$ cat src/rtl/alarm_pulse_gen.sv
module alarm_pulse_gen #(
  parameter int NCH      = 3,
  parameter int NALM     = 2,
  parameter int STEPW    = 10,
  parameter int PRSW     = 8,
  parameter int AW       = 4,
  parameter int STEP_RST = 1,
  parameter int PRSC_RST = 2
) (
  input  logic            clk,
  input  logic            rst_n,
  input  logic            tick_i,
  input  logic [63:0]     now_i,
  input  logic            wr_en_i,
  input  logic [AW-1:0]   wr_addr_i,
  input  logic [31:0]     wr_data_i,
  input  logic [AW-1:0]   rd_addr_i,
  output logic [31:0]     rd_data_o,
  output logic [NCH-1:0]  pulse_o
);
  localparam int A_CTRL = 0;
  localparam int A_EVT  = 1;
  localparam int A_PRSC = 2;
  localparam int A_STEP = 3;
  localparam int A_ALM  = 4;
  localparam int A_IVAL = A_ALM + 2 * NALM;
  localparam logic [31:0] CMASK = 32'((64'h1 << (8 * NCH)) - 1);

  function automatic logic [31:0] ctrl_init();
    logic [31:0] v = '0;
    for (int k = 0; k < NCH; k++) v[8*k+7] = 1'b1;
    return v;
  endfunction

  logic [31:0]            ctrl_q, event_q, ev_set;
  logic [PRSW-1:0]        presc_q, pcnt_q, psc_eff;
  logic [STEPW-1:0]       step_q;
  logic [NALM-1:0][63:0]  alm_q;
  logic [NALM-1:0][31:0]  stage_q;
  logic [NALM-1:0]        armed_q, fire;
  logic [NCH-1:0][31:0]   ival_q;
  logic [NCH-1:0]         run_q, out_q, hit;
  logic                   otick;

  assign psc_eff = (presc_q == '0) ? PRSW'(1) : presc_q;
  assign otick   = tick_i && (pcnt_q >= psc_eff - PRSW'(1));

  function automatic logic is_wr(input int a);
    return wr_en_i && (wr_addr_i == AW'(a));
  endfunction

  always_ff @(posedge clk) begin
    if (!rst_n) pcnt_q <= '0;
    else if (tick_i) pcnt_q <= otick ? '0 : pcnt_q + PRSW'(1);
  end

  always_ff @(posedge clk) begin
    if (!rst_n) begin
      ctrl_q  <= ctrl_init();
      presc_q <= PRSW'(PRSC_RST);
      step_q  <= STEPW'(STEP_RST);
    end else begin
      if (is_wr(A_CTRL)) ctrl_q  <= wr_data_i & CMASK;
      if (is_wr(A_PRSC)) presc_q <= wr_data_i[PRSW-1:0];
      if (is_wr(A_STEP)) step_q  <= wr_data_i[STEPW-1:0];
    end
  end

  for (genvar a = 0; a < NALM; a++) begin : g_alm
    assign fire[a] = armed_q[a] && (now_i >= alm_q[a]);
    always_ff @(posedge clk) begin
      if (!rst_n) begin
        alm_q[a]   <= '1;
        stage_q[a] <= '1;
        armed_q[a] <= 1'b0;
      end else begin
        if (is_wr(A_ALM + 2 * a)) stage_q[a] <= wr_data_i;
        if (is_wr(A_ALM + 2 * a + 1)) begin
          alm_q[a]   <= {wr_data_i, stage_q[a]};
          armed_q[a] <= ({wr_data_i, stage_q[a]} != '1);
        end else if (fire[a]) begin
          armed_q[a] <= 1'b0;
        end
      end
    end
  end

  for (genvar i = 0; i < NCH; i++) begin : g_ch
    logic        dis, mode, sel, start, reload;
    logic [4:0]  wid, wcnt_q;
    logic [32:0] cnt_q;

    assign dis    = ctrl_q[8*i+7];
    assign mode   = ctrl_q[8*i+6];
    assign sel    = ctrl_q[8*i+5];
    assign wid    = ctrl_q[8*i+4 -: 5];
    assign start  = !dis && !run_q[i] && fire[sel] && (ival_q[i] != '1);
    assign reload = run_q[i] && tick_i && (cnt_q < 33'(step_q));
    assign hit[i] = start || reload;
    assign pulse_o[i] = out_q[i] && !dis;

    always_ff @(posedge clk) begin
      if (!rst_n) ival_q[i] <= '1;
      else if (is_wr(A_IVAL + i)) ival_q[i] <= wr_data_i;
    end

    always_ff @(posedge clk) begin
      if (!rst_n || dis) begin
        run_q[i] <= 1'b0;
        out_q[i] <= 1'b0;
        cnt_q    <= '0;
        wcnt_q   <= '0;
      end else begin
        if (start) begin
          run_q[i] <= 1'b1;
          cnt_q    <= {1'b0, ival_q[i]};
        end else if (run_q[i] && tick_i) begin
          cnt_q <= reload ? cnt_q + {1'b0, ival_q[i]} : cnt_q - 33'(step_q);
        end
        if (hit[i]) begin
          if (mode) out_q[i] <= !out_q[i];
          else begin
            out_q[i] <= (wid != '0);
            wcnt_q   <= wid;
          end
        end else if (!mode && out_q[i] && otick) begin
          wcnt_q <= wcnt_q - 5'd1;
          if (wcnt_q <= 5'd1) out_q[i] <= 1'b0;
        end
      end
    end
  end

  always_comb begin
    ev_set = '0;
    for (int a = 0; a < NALM; a++) ev_set[16+a] = fire[a];
    for (int i = 0; i < NCH; i++) ev_set[7-i] = hit[i];
  end

  always_ff @(posedge clk) begin
    if (!rst_n) event_q <= '0;
    else event_q <= (event_q & ~(is_wr(A_EVT) ? wr_data_i : 32'h0)) | ev_set;
  end

  always_comb begin
    rd_data_o = '0;
    if (rd_addr_i == AW'(A_CTRL)) rd_data_o = ctrl_q;
    if (rd_addr_i == AW'(A_EVT))  rd_data_o = event_q;
    if (rd_addr_i == AW'(A_PRSC)) rd_data_o = 32'(presc_q);
    if (rd_addr_i == AW'(A_STEP)) rd_data_o = 32'(step_q);
    for (int a = 0; a < NALM; a++) begin
      if (rd_addr_i == AW'(A_ALM + 2 * a))     rd_data_o = alm_q[a][31:0];
      if (rd_addr_i == AW'(A_ALM + 2 * a + 1)) rd_data_o = alm_q[a][63:32];
    end
    for (int i = 0; i < NCH; i++)
      if (rd_addr_i == AW'(A_IVAL + i)) rd_data_o = ival_q[i];
  end
endmodule

$ cat config.mk
export PLATFORM = sky130hd
export DESIGN_NAME = alarm_pulse_gen
export DESIGN_NICKNAME = d
export VERILOG_FILES = /design/src/rtl/alarm_pulse_gen.sv
export SDC_FILE = /design/constraint.sdc
export NUM_CORES = 2
export LEC_CHECK = 0
export ABC_AREA = 1
export ABC_CLOCK_PERIOD_IN_PS = 5200
export CORE_ASPECT_RATIO = 0.9
export CORE_MARGIN = 2
export CORE_UTILIZATION = 35
export CTS_CLUSTER_DIAMETER = 40
export DETAILED_ROUTE_END_ITERATION = 6
export HOLD_SLACK_MARGIN = 0.1
export SETUP_SLACK_MARGIN = 0.4
export SLEW_MARGIN = 20
export SYNTH_ARGS = -nofsm -noshare
export SYNTH_HDL_FRONTEND = slang
export SYNTH_SLANG_ARGS = --single-unit
$ cat constraint.sdc
create_clock -name clk -period 5.2 [get_ports clk]
set_clock_uncertainty 0.15 [all_clocks]
set_input_delay 0.52 -clock clk [delete_from_list [all_inputs] [get_ports clk]]
set_output_delay 0.52 -clock clk [all_outputs]
set_load 0.005 [all_outputs]
==> metrics.csv <==
metric;value;unit
cells along the critical path;clkdlybuf4s50_1, nor2_2, buf_4, nand2_1, inv_1, nand2_1, o2111ai_1, a21oi_1, o211ai_1, o21ai_0, o2111ai_1, clkdlybuf4s50_1;
WP buf/inv;4;
via count;36800;
relative slew slack;35.4;%
Hold WS;241;ps
Hold Crit Class;in2reg;
Starting Density;35.2;%
leakage;20.6;nW
Primary FF master, synth;dfxtp_1;
post-route cell area;39800;um^2
global route overflow;0;
total global-route track usage;29.0;%
fill count;10100;
Final Cycle Share;89.7;%
die area;99500;um^2
I/O Pins;143;
critical path startpoint category;primary input;
post-cts sizing count;0;
postcts setup bufs;0;
CTS root buf;clkbuf_16;
post-synthesis sequential area ratio;29.0;%
Cell Area, Synth;34000;um^2
fin nets;5578;
Synth warnings;0;
final slew viol count;0;
largest net degree at the start of global routing;91;
CP max stage delay;600;ps
Core Area;96300;um^2
commonest non-fill, non-tap cell in the layout;nand2_1;
WP data arrival;4000;ps
Port-buffer cells;142;
outcome;completed;
Design Power;0.0112;W
FF-to-FF path depth;19;
detailed-placement wirelength estimate;116000;um
antenna-violating nets left;0;
CTS buffer count;87;
clk_lat worst skew;670;ps
FF-to-FF Start;alm_q[15];
Cells after Synth;5083;
Place WS;768;ps
syn_nets;5467;
Worst R2R End;g_ch[1].cnt_q[26];
initial antenna violation count;5;
Setup Total Neg Slack;0;ps
#FFs+latches synth;492;
most frequent cells in the layout;nand2_1, inv_1, a21oi_1, dfxtp_1, nor2_1;
max-cap violation count;0;
vias in the first global route;33200;
worst hold path cell count;2;
Wirelength per Cell;22.9;um
sequential cell area;9850;um^2
Worst path slowest cell;clkdlybuf4s50_1;
Final Hold Fails;0;
Initial DRT Pass Iterations;6;
Hold EP;alm_q[64];
distinct cell type count after synthesis;60;
worst-path fanout max;34;
reg-to-reg slack, setup;1340;ps
worst-margin pin slew;970;ps
die height;299;um
unrepaired setup endpoints after global routing;false;
row count;108;
clock sinks;492;
H-tree depth;3;
worst vdd ir;0.289;mV
WS Path Type;in2out;
vias per inst;5.62;
worst setup margin;534;ps
area of the multi-input gates;20900;um^2
Worst-path clk slew;60;ps
Clock Tree Buf Depth;3;
gpl congestion;1.07;
ys async rst share;0;%
Syn Area/Cell;6.68;um^2
DRC;0;
global-route wire length before repair;217000;um
Final min period;4670;ps
CTS tree;built;
fmax;214;MHz
Critical Path End Type;output port;
hold wc startpoint;rst_n;
cts hold-fix bufs;0;
Chip Width;332;um
DRT Wirelength;149000;um
final setup fails;0;
Worst path top cell family by delay;buffers and inverters;
Layout area overhead;17.4;%
PwrDens;280;nW/um^2
Post-synth EDFFs;0;
first-iteration detailed-routing DRC count;4848;
Req. time, crit path;4530;ps
share of cells above drive strength 1;6.09;%
area post-placement;36700;um^2
-- synthesized netlist by cell type (12+ instances only) --
cell / n / area [um^2]
o21ai_0: 443 / 2220
o2111ai_1: 31 / 272
nand2_1: 960 / 3600
xor2_1: 77 / 674
a21o_1: 30 / 225
clkbuf_1: 136 / 510
inv_2: 12 / 45.0
o21a_1: 14 / 105
xnor2_1: 48 / 420
nor2_1: 495 / 1860
buf_1: 19 / 71.3
nor4_1: 34 / 213
dfxtp_1: 492 / 9850
a21oi_1: 536 / 2680
or2_2: 20 / 125
buf_2: 24 / 120
a31oi_1: 21 / 131
o22ai_1: 16 / 100
inv_1: 612 / 2300
nand4_1: 94 / 588
nand3_1: 286 / 1430
nor3_1: 70 / 350
ha_1: 270 / 3380
o211ai_1: 139 / 1040
o21bai_1: 19 / 143
o21ai_1: 35 / 175
-- power breakdown --
group,switching (W),internal (W),leakage [nW]
logic,0.000771,0.000381,15.1
clock network,0.00227,0.00385,1.52
registers,0.0000746,0.00383,3.99
-- worst max-delay path by stage --
stage	startpoint	to	slack, ps	cells past startpoint
after floorplan	presc_q[3]	g_ch[0].wcnt_q[0]	2220	21
after global placement	rd_addr_i[3]	rd_data_o[7]	720	12
after detailed placement	rd_addr_i[1]	rd_data_o[1]	770	10
after CTS	rd_addr_i[1]	rd_data_o[1]	770	10
after global routing	rd_addr_i[3]	rd_data_o[7]	440	12
final	rd_addr_i[3]	rd_data_o[0]	530	12
-- final cells by class --
type	count	share of cell area (%)
multi-input cells	3760	52.5
flip-flops and latches	492	24.7
clock buffers	108	6.04
inverters	635	6.01
repair buffers	218	5.00
well taps	1265	3.97
clock inverters	55	1.80
diodes	2	0.0126
-- flip-flops by register name, indices dropped and copies added, names as in the netlist, 3 cells and up --
register     count
ctrl_q          24
ival_q          96
pcnt_q           8
step_q          10
run_q            3
out_q            3
g_ch.wcnt_q     15
event_q         32
alm_q          128
presc_q          8
stage_q         64
g_ch.cnt_q      99
-- cell families (layout without fill, tap and decap cells) --
kind of cell / Yosys count / count (layout) / synth area share (%)
AND/OR/NAND/NOR: 2025 / 2025 / 25.7
AO/OA/AOI/OAI: 1329 / 1329 / 22.0
buffers and inverters: 831 / 1016 / 9.58
flip-flops: 492 / 492 / 29.0
adder cells (fa/ha/maj): 276 / 276 / 10.3
XOR/XNOR: 125 / 125 / 3.22
multiplexers: 5 / 5 / 0.147
other: 0 / 2 / 0
-- stage by stage --
step,utilization (%),instances
floorplan,-,5083
finish,41.4,6535
CTS,41.3,6533
global placement,38.1,6370
detailed placement,38.1,6370
global route,41.4,6533
-- routing by layer --
layer | track usage [%] | wire length [um] | vias to the layer above
li1 | - | - | 17500
met1 | 40.2 | 65300 | 17100
met2 | 42.3 | 60600 | 1816
met3 | 7.54 | 16300 | 330
met4 | 12.5 | 7210 | 4
met5 | 0 | 32 | -
No activity file was read; power rests on OpenSTA's default activity.
